File: src/rtl/dac_xfer_pkg.sv
// Shared constants for the DAC trigger and transfer controller.
// Assumes: a 12-bit converter and a 4-bit source select, where code 0 is software.
package dac_xfer_pkg;
    localparam int DATA_W      = 12;
    localparam int SEL_W       = 4;
    localparam int SYNC_STAGES = 2;
endpackage

File: src/rtl/dac_trig_sync.sv
// Selects one hardware trigger line, synchronizes it and emits a one-cycle pulse
// on each rising edge. With STAGES = 2, the pulse is high in the cycle after
// the second sampling edge.
// Assumes: sel changes only while the consumer ignores the pulse.
module dac_trig_sync #(
    parameter int SEL_W  = 4,
    parameter int STAGES = 2,
    localparam int NSRC  = 1 << SEL_W
) (
    input  logic             clk,
    input  logic             rst_n,
    input  logic [NSRC-1:0]  trig_in,
    input  logic [SEL_W-1:0] sel,
    output logic             rise
);
    logic              raw;
    logic [STAGES-1:0] chain;
    logic              prev;

    // Route the selected line to the synchronizer.
    always_comb raw = trig_in[sel];

    // First synchronizer flop samples the asynchronous line.
    always_ff @(posedge clk) begin
        if (!rst_n) chain[0] <= 1'b0;
        else        chain[0] <= raw;
    end

    genvar gi;
    generate
        for (gi = 1; gi < STAGES; gi++) begin : g_sync
            // Further synchronizer stage.
            always_ff @(posedge clk) begin
                if (!rst_n) chain[gi] <= 1'b0;
                else        chain[gi] <= chain[gi-1];
            end
        end
    endgenerate

    // Delayed copy of the synchronized level, used for edge detection.
    always_ff @(posedge clk) begin
        if (!rst_n) prev <= 1'b0;
        else        prev <= chain[STAGES-1];
    end

    // Rising edge of the synchronized level.
    always_comb rise = chain[STAGES-1] & ~prev;

    // a pulse means the raw line was low, then high, at the right sampling edges.
    a_r3_edge_origin: assert property (@(posedge clk) disable iff (!rst_n)
        (rise && $past(sel, 1) == sel && $past(sel, 2) == sel && $past(sel, 3) == sel)
        |-> ($past(raw, 2) && !$past(raw, 3)));

    // no pulse on two cycles in a row.
    a_r4_single_pulse: assert property (@(posedge clk) disable iff (!rst_n)
        rise |=> !rise);
endmodule

File: src/rtl/dac_ctrl_regs.sv
// Control register: channel enable, trigger enable, source select (frozen while
// the channel is enabled) and the self-clearing software trigger bit.
// Assumes: one write strobe for control and a separate one for the software trigger.
module dac_ctrl_regs #(
    parameter int SEL_W = 4
) (
    input  logic             clk,
    input  logic             rst_n,
    input  logic             ctrl_wr,
    input  logic             wr_chan_en,
    input  logic             wr_trig_en,
    input  logic [SEL_W-1:0] wr_sel,
    input  logic             sw_trig_wr,
    output logic             chan_en,
    output logic             trig_en,
    output logic [SEL_W-1:0] sel,
    output logic             sw_trig
);
    logic sw_allowed;

    // The software bit may be set only in enabled software-trigger mode.
    always_comb sw_allowed = chan_en & trig_en & (sel == '0);

    // Enable bits follow every control write.
    always_ff @(posedge clk) begin
        if (!rst_n) begin
            chan_en <= 1'b0;
            trig_en <= 1'b0;
        end else if (ctrl_wr) begin
            chan_en <= wr_chan_en;
            trig_en <= wr_trig_en;
        end
    end

    // The select field is written only while the channel is disabled.
    always_ff @(posedge clk) begin
        if (!rst_n)                    sel <= '0;
        else if (ctrl_wr && !chan_en)  sel <= wr_sel;
    end

    // Software bit: set by a write, cleared on the edge at which the load happens.
    always_ff @(posedge clk) begin
        if (!rst_n) sw_trig <= 1'b0;
        else        sw_trig <= sw_trig_wr & sw_allowed & ~sw_trig;
    end

    // select is frozen while the channel enable is set.
    a_r7_sel_locked: assert property (@(posedge clk) disable iff (!rst_n)
        chan_en |=> $stable(sel));

    // the software bit never stays set for two cycles.
    a_r6_sw_selfclear: assert property (@(posedge clk) disable iff (!rst_n)
        sw_trig |=> !sw_trig);

    // the software bit only rises while the channel is enabled.
    a_r8_sw_needs_enable: assert property (@(posedge clk) disable iff (!rst_n)
        $rose(sw_trig) |-> $past(chan_en));
endmodule

File: src/rtl/dac_xfer_path.sv
// Holding register and data-output register. Picks the load condition from
// the trigger mode: direct copy, software bit, or synchronized hardware edge.
// Assumes: hw_rise is a one-cycle pulse, sw_trig is high for one cycle.
module dac_xfer_path #(
    parameter int DATA_W = 12,
    parameter int SEL_W  = 4
) (
    input  logic              clk,
    input  logic              rst_n,
    input  logic              data_wr,
    input  logic [DATA_W-1:0] data_in,
    input  logic              chan_en,
    input  logic              trig_en,
    input  logic [SEL_W-1:0]  sel,
    input  logic              sw_trig,
    input  logic              hw_rise,
    output logic [DATA_W-1:0] dout
);
    logic [DATA_W-1:0] hold;
    logic              wr_seen;
    logic              load;

    // Holding register takes every write.
    always_ff @(posedge clk) begin
        if (!rst_n)       hold <= '0;
        else if (data_wr) hold <= data_in;
    end

    // Remembers a write for the direct-copy mode on the next edge.
    always_ff @(posedge clk) begin
        if (!rst_n) wr_seen <= 1'b0;
        else        wr_seen <= data_wr;
    end

    // Load condition per mode, blocked while the channel is disabled.
    always_comb begin
        if (!chan_en)          load = 1'b0;
        else if (!trig_en)     load = wr_seen;
        else if (sel == '0)    load = sw_trig;
        else                   load = hw_rise;
    end

    // Output register copies the holding register on a load.
    always_ff @(posedge clk) begin
        if (!rst_n)    dout <= '0;
        else if (load) dout <= hold;
    end

    // a disabled channel keeps its output.
    a_r8_hold_when_off: assert property (@(posedge clk) disable iff (!rst_n)
        !chan_en |=> $stable(dout));

    // a set software bit in software mode loads the holding value on the next edge.
    a_r6_sw_load: assert property (@(posedge clk) disable iff (!rst_n)
        (sw_trig && chan_en && trig_en && sel == '0) |=> (dout == $past(hold)));

    // in software mode a hardware pulse alone never changes the output.
    a_r5_hw_ignored_in_sw: assert property (@(posedge clk) disable iff (!rst_n)
        (trig_en && sel == '0 && !sw_trig) |=> $stable(dout));
endmodule

File: src/rtl/dac_xfer_ctrl.sv
// Top level of the DAC channel trigger and transfer controller. It ties the
// control register, the trigger synchronizer and the data path together.
// Assumes: synchronous active-low reset, and asynchronous hardware trigger lines.
module dac_xfer_ctrl #(
    parameter int DATA_W = dac_xfer_pkg::DATA_W,
    parameter int SEL_W  = dac_xfer_pkg::SEL_W,
    parameter int STAGES = dac_xfer_pkg::SYNC_STAGES,
    localparam int NSRC  = 1 << SEL_W
) (
    input  logic              clk,
    input  logic              rst_n,
    input  logic              data_wr,
    input  logic [DATA_W-1:0] data_in,
    input  logic              ctrl_wr,
    input  logic              ctrl_chan_en,
    input  logic              ctrl_trig_en,
    input  logic [SEL_W-1:0]  ctrl_sel,
    input  logic              sw_trig_wr,
    input  logic [NSRC-1:0]   hw_trig,
    output logic              chan_en_o,
    output logic              trig_en_o,
    output logic [SEL_W-1:0]  sel_o,
    output logic              sw_trig_o,
    output logic [DATA_W-1:0] dout
);
    logic hw_rise;

    dac_ctrl_regs #(.SEL_W(SEL_W)) u_regs (
        .clk        (clk),
        .rst_n      (rst_n),
        .ctrl_wr    (ctrl_wr),
        .wr_chan_en (ctrl_chan_en),
        .wr_trig_en (ctrl_trig_en),
        .wr_sel     (ctrl_sel),
        .sw_trig_wr (sw_trig_wr),
        .chan_en    (chan_en_o),
        .trig_en    (trig_en_o),
        .sel        (sel_o),
        .sw_trig    (sw_trig_o)
    );

    dac_trig_sync #(.SEL_W(SEL_W), .STAGES(STAGES)) u_sync (
        .clk     (clk),
        .rst_n   (rst_n),
        .trig_in (hw_trig),
        .sel     (sel_o),
        .rise    (hw_rise)
    );

    dac_xfer_path #(.DATA_W(DATA_W), .SEL_W(SEL_W)) u_path (
        .clk     (clk),
        .rst_n   (rst_n),
        .data_wr (data_wr),
        .data_in (data_in),
        .chan_en (chan_en_o),
        .trig_en (trig_en_o),
        .sel     (sel_o),
        .sw_trig (sw_trig_o),
        .hw_rise (hw_rise),
        .dout    (dout)
    );

    // in direct mode, a write reaches the output on the following edge.
    a_r2_direct_copy: assert property (@(posedge clk) disable iff (!rst_n)
        (data_wr && chan_en_o && !trig_en_o && !ctrl_wr) |=> ##1 (dout == $past(data_in, 2)));
endmodule

File: config.mk
export PLATFORM = sky130hd
export DESIGN_NAME = dac_xfer_ctrl
export DESIGN_NICKNAME = d
export VERILOG_FILES = /design/src/rtl/dac_xfer_pkg.sv /design/src/rtl/dac_trig_sync.sv /design/src/rtl/dac_ctrl_regs.sv /design/src/rtl/dac_xfer_path.sv /design/src/rtl/dac_xfer_ctrl.sv
export SDC_FILE = /design/constraint.sdc
export NUM_CORES = 1
export LEC_CHECK = 0
export BUFFER_PORTS_ARGS = -buffer_cell sky130_fd_sc_hd__buf_2
export CAP_MARGIN = 20
export CORE_MARGIN = 4
export CORE_UTILIZATION = 43
export CTS_CLUSTER_SIZE = 10
export DETAILED_ROUTE_END_ITERATION = 16
export HOLD_SLACK_MARGIN = 0.15
export PLACE_DENSITY = 0.74
export SLEW_MARGIN = 20
export SYNTH_ARGS = -nofsm -noshare
export SYNTH_HDL_FRONTEND = slang
export SYNTH_SLANG_ARGS = --single-unit
File: constraint.sdc
create_clock -name clk -period 1.5 [get_ports clk]
set_input_delay 0.15 -clock clk [delete_from_list [all_inputs] [get_ports clk]]
set_output_delay 0.15 -clock clk [all_outputs]
set_load 0.01 [all_outputs]
==> reports/qor.yml, run 1 <==
syn_avg_cell_area_um2: 10.98
ff2ff_path_depth: 5
clockRootBuffer: "clkbuf_4"
wl_per_cell_um: 12.67
grt_pass1_vias: 1276
clock-sinks: 35
synth_top_area_frac: 0.4694
antenna_left: 0
worst_clock_skew_ns: 0.006526
synth_commonest_cells: "35 x dfxtp_1, 32 x mux2i_1, 26 x nand2_1"
fin_crit_sh: 0.9765
overflow: 0
finalSetupViolations: 0
ys_seq_elements: 35
clockBufferDepth: 2
synth_edf_count: 0
cp_slowest_cell: "dfxtp_4"
ios: 58
wirelength_um: 3344
die_area_mm2: 0.004478
finish.utilization: 0.6329
drive_gt1_frac: 0.3578
start_kind: "flop"
first_iter_violations: 46
antenna_found_initial: 0
cts_tree: "built"
crit_cells: 5
cp.required_ns: 1.76
crit_path_end_kind: "flop"
hpwl_um: 2466
io_buffers: 57
rsz0062_at_grt: "true"
start_util: 0.4473
grt_pass1_wl_um: 5589
crit_buf_inv: 1
p_leak_nw: 0.9487
grt_start_max_net_pins: 27
path_max_fanout: 12
cts_buffers: 5
syn_nets: 175
slew_headroom: 0.6591
cts_setup_buffers: 0
clk_latency_ns: 0.32
num_vias: 1248
hold_class: "in -> reg"
fmax_mhz: 682.7
worstSetupPathType: "reg -> reg"
yosysSeqAreaShare: 0.4694
synthTopCellsByArea: "dfxtp_1 47%, mux2i_1 21%, nor2b_1 8.0%"
grt_util_all_layers: 0.1640
ir_worst_vdd_mv: 0.4524
place_congestion: 0.7568
async_flop_share: 0
htreeDepth: 2
status: "finished clean"
hold_path_depth: 2
finalHoldViolations: 0
drcViolationCount: 0
synth_ff_type: "dfxtp_1"
viasPerCell: 4.727
synthDistinctLibCells: 17
fp.dieH_um: 66.92
total_power_w: 0.001742
layout_min_cycle_time_ns: 1.465
synth_area_leader_cell: "dfxtp_1"
rows: 21
area.growth.synth_to_final_pct: 41.49
cp_top_family: "simple AND/OR/NAND/NOR gates"
finalMaxSlewViolations: 0
path_clk_slew_ns: 0.10
synth_area_mm2: 0.001493
dieWidth_um: 66.92
arrival_ns: 1.72
yosysMostFrequentCell: "dfxtp_1"
synthesis.instances: 136
tightest_slew_ns: 0.5104
coreArea_mm2: 0.003337
antennaDiodeCount: 0
dr.pass1.iters: 4
cpPeakStageDelay_ns: 0.39
power.density_mw_per_mm2: 824.7
cap_violations: 0
yosys_warnings: 0
path_cells: "nor4_4 > or3b_4 > a31oi_4 > buf_12 > mux2i_2"
layout.nets: 256
==> registers in the layout, indices dropped and copies added, names as in the netlist <==
signal	flops
u_path.dout	12
u_path.hold	12
u_regs.sel	4
u_sync.chain	2
u_path.wr_seen	1
u_regs.chan_en	1
u_regs.sw_trig	1
u_regs.trig_en	1
u_sync.prev	1
==> through the flow <==
stage          cell area, µm²  std cells  hold slack [ns]  setup TNS [ns]  worst slack [ns]
2_1_floorplan            1498        136           0.3194               0          0.001915
3_3_place_gp             1847        236           0.4096               0            0.1182
3_5_place_dp             1847        236           0.4174               0           0.04872
4_1_cts                  2097        264           0.2407               0           0.01748
5_1_grt                  2112        264           0.2597         -0.4583          -0.06180
6_report                 2112        264           0.2604               0           0.03525
==> layout make-up <==
cell class	instances	area (µm²)
Clock inverter	1	5.005
Clock buffer	7	45.04
Timing Repair Buffer	83	543.0
Tap cell	46	57.56
Sequential cell	35	708.2
Multi-Input combinational cell	92	753.2
Fill cell	276	1225
==> metal layers <==
| metal | vias up | global-route usage | routed length [µm] |
|---|---|---|---|
| li1 | 628 | - | - |
| met1 | 571 | 0.1901 | 1355 |
| met2 | 47 | 0.2908 | 1775 |
| met3 | 2 | 0.04216 | 211 |
| met4 | 0 | 0.05316 | 1 |
| met5 | - | 0 | 0 |
==> cells by family after synthesis <==
| logic type | count (synthesis) | synth area share |
|---|---|---|
| buffers and inverters | 9 | 0.03437 |
| and+or+nand+nor | 53 | 0.1894 |
| muxes | 36 | 0.2850 |
| DFF | 35 | 0.4694 |
| AOI/OAI and AO/OA | 3 | 0.02179 |
==> worst register-to-register path, stage by stage, from the launching register on <==
cell     delay (ns)
dfxtp_4        0.39
nor4_4         0.05
or3b_4         0.38
a31oi_4        0.21
buf_12         0.17
mux2i_2        0.20
==> layout by cell type, fill, tap and decap left out <==
cell / instances
clkinv_2: 1
and2_1: 3
nand2b_1: 1
mux2i_1: 31
dfxtp_4: 1
mux2i_2: 1
nor4_4: 1
and3_2: 1
nand2_1: 26
or3b_4: 1
dfxtp_2: 3
a31oi_4: 1
o21ai_0: 1
buf_4: 5
and4b_1: 1
dlygate4sd3_1: 20
mux4_1: 4
nor2b_1: 19
buf_2: 57
clkbuf_1: 2
o22ai_1: 1
buf_12: 1
clkbuf_4: 5
dfxtp_1: 31
==> where the power goes <==
| part | switching [W] | internal (W) | leakage, nW |
|---|---|---|---|
| Clock | 0.000280 | 0.000183 | 0.0293 |
| Sequential | 0.0000275 | 0.000970 | 0.288 |
| Combinational | 0.000111 | 0.000171 | 0.631 |
==> path summary, 6_finish.rpt <==
kind | endpoint | from | slack [ns]
max | u_path.dout[11]$_SDFFE_PN0P_ | u_regs.sel[2]$_SDFFE_PN0P_ | 0.04
min | u_regs.sel[3]$_SDFFE_PN0P_ | rst_n | 0.26
max reg2reg | u_path.dout[11]$_SDFFE_PN0P_ | u_regs.sel[2]$_SDFFE_PN0P_ | 0.04
min reg2reg | u_sync.chain[1]$_SDFF_PN0_ | u_sync.chain[0]$_SDFF_PN0_ | 0.45
==> what timing repair did <==
item,in CTS,in global routing
endpoints found under the hold margin,18,0
setup endpoints to repair,0,12
hold buffers,20,0
resized for setup,0,3
(Power assumes the default switching activity.)
==> run 2: changes to the inputs <==
GPL_ROUTABILITY_DRIVEN = 0   (was default)
REMOVE_ABC_BUFFERS = 1   (was default)
==> reports/qor.yml, run 2 (synthesized netlist as in run 1, its figures left out) <==
status: "finished clean"
cts_buffers: 5
cts_tree: "built"
clockRootBuffer: "clkbuf_4"
ff2ff_path_depth: 5
worst_clock_skew_ns: 0.007969
antennaDiodeCount: 0
r2r-start: "u_regs.sel[1]$_SDFFE_PN0P_"
layout_top_registers: "u_path.dout (12), u_path.hold (12), u_regs.sel (4)"
layout_common_cells: "57 x buf_2, 32 x mux2i_1, 31 x dfxtp_1, 26 x nand2_1, 20 x dlygate4sd3_1"
rows: 21
fin_crit_sh: 0.9717
htreeDepth: 2
hold_path_depth: 3
rsz0062_at_grt: "true"
wirelength_um: 3450
total_power_w: 0.001766
clock-sinks: 35
arrival_ns: 1.73
fp.dieH_um: 66.92
grt_util_all_layers: 0.1652
antenna_found_initial: 0
fmax_mhz: 686.1
worstSetupPathType: "reg -> reg"
dr.pass1.iters: 4
viasPerCell: 4.742
ios: 58
tightest_slew_ns: 0.5044
drcViolationCount: 0
layout.nets: 256
finalSetupViolations: 0
final_area_mm2: 0.002118
cap_violations: 0
coreArea_mm2: 0.003337
hold_class: "in -> reg"
start_kind: "flop"
grt_start_max_net_pins: 28
io_buffers: 57
nFillCells: 291
wl_per_cell_um: 13.07
start_util: 0.4473
clk_latency_ns: 0.34
fin_setup_tns_ns: 0
finish.utilization: 0.6348
grt_pass1_wl_um: 5464
antenna_left: 0
overflow: 0
path_max_fanout: 12
post-place-ws_ns: 0.002801
r2r_end: "u_path.dout[5]$_SDFFE_PN0P_"
drive_gt1_frac: 0.3532
layout_commonest_cell: "buf_2"
finalMaxSlewViolations: 0
worst_slack_ns: 0.04246
worst_hold_path.endpoint: "u_path.dout[2]$_SDFFE_PN0P_"
dieWidth_um: 66.92
path_clk_slew_ns: 0.10
hpwl_um: 2460
finalHoldViolations: 0
num_vias: 1252
area.growth.synth_to_final_pct: 41.91
cts_setup_buffers: 0
die_area_mm2: 0.004478
clockBufferDepth: 2
slew_headroom: 0.6631
p_leak_nw: 0.9518
ir_worst_vdd_mv: 0.6176
worstHoldStart: "rst_n"
r2r_slack_ns: 0.04
cp.required_ns: 1.77
power.density_mw_per_mm2: 833.7
crit_path_end_kind: "flop"
grt_pass1_vias: 1277
layout_min_cycle_time_ns: 1.458
first_iter_violations: 29
post_dp_cell_area_mm2: 0.001854
[run 2: worst max path at each step]
stage                                               to  slack (ns)                        from
final                      u_path.dout[5]$_SDFFE_PN0P_        0.04  u_regs.sel[1]$_SDFFE_PN0P_
after global routing       u_path.dout[3]$_SDFFE_PN0P_       -0.04  u_regs.sel[3]$_SDFFE_PN0P_
after CTS                  u_path.dout[8]$_SDFFE_PN0P_       0.004  u_regs.sel[0]$_SDFFE_PN0P_
after detailed placement   u_path.dout[8]$_SDFFE_PN0P_       0.003  u_regs.sel[0]$_SDFFE_PN0P_
after global placement    u_path.dout[11]$_SDFFE_PN0P_        0.08  u_regs.sel[0]$_SDFFE_PN0P_
after floorplan            u_path.dout[0]$_SDFFE_PN0P_       -0.18  u_regs.sel[1]$_SDFFE_PN0P_
[run 2: cell type report]
cell class / count / area [µm²] / share of cell area
Clock inverter: 1 / 5.005 / 0.002363
Tap cell: 46 / 57.56 / 0.02717
Timing Repair Buffer: 83 / 555.5 / 0.2623
Clock buffer: 7 / 45.04 / 0.02126
Multi-Input combinational cell: 92 / 749.5 / 0.3538
Sequential cell: 35 / 705.7 / 0.3331
[run 2: layer usage]
metal,global-route usage,share of wire
met5,0,0
met4,0.09873,0.017
met3,0.04384,0.051
met2,0.2785,0.52
met1,0.1845,0.41
[run 2: timing repair]
action | 4_1_cts | 5_1_grt
gates resized for setup | 0 | 5
hold buffers | 20 | 0
endpoints found under the hold margin | 18 | 0
endpoints found under the setup margin | 0 | 12
[run 2: where the power goes]
group / switching [W] / leakage (nW) / internal (W)
Clock: 0.000301 / 0.0293 / 0.000183
Sequential: 0.0000263 / 0.288 / 0.000971
Combinational: 0.000111 / 0.635 / 0.000174
[run 2: per-stage QoR]
stage	hold WS, ns	instances
5_1_grt	0.2519	264
6_report	0.2399	264
4_1_cts	0.2368	264
3_5_place_dp	0.4185	236
2_1_floorplan	0.2717	127
3_3_place_gp	0.4043	236
[run 2: critical path, cell delays in order, from the launching register on]
cell     delay [ns]
dfxtp_2        0.37
nor4_4         0.06
or3b_4         0.38
a31oi_4        0.22
buf_12         0.17
mux2i_1        0.20
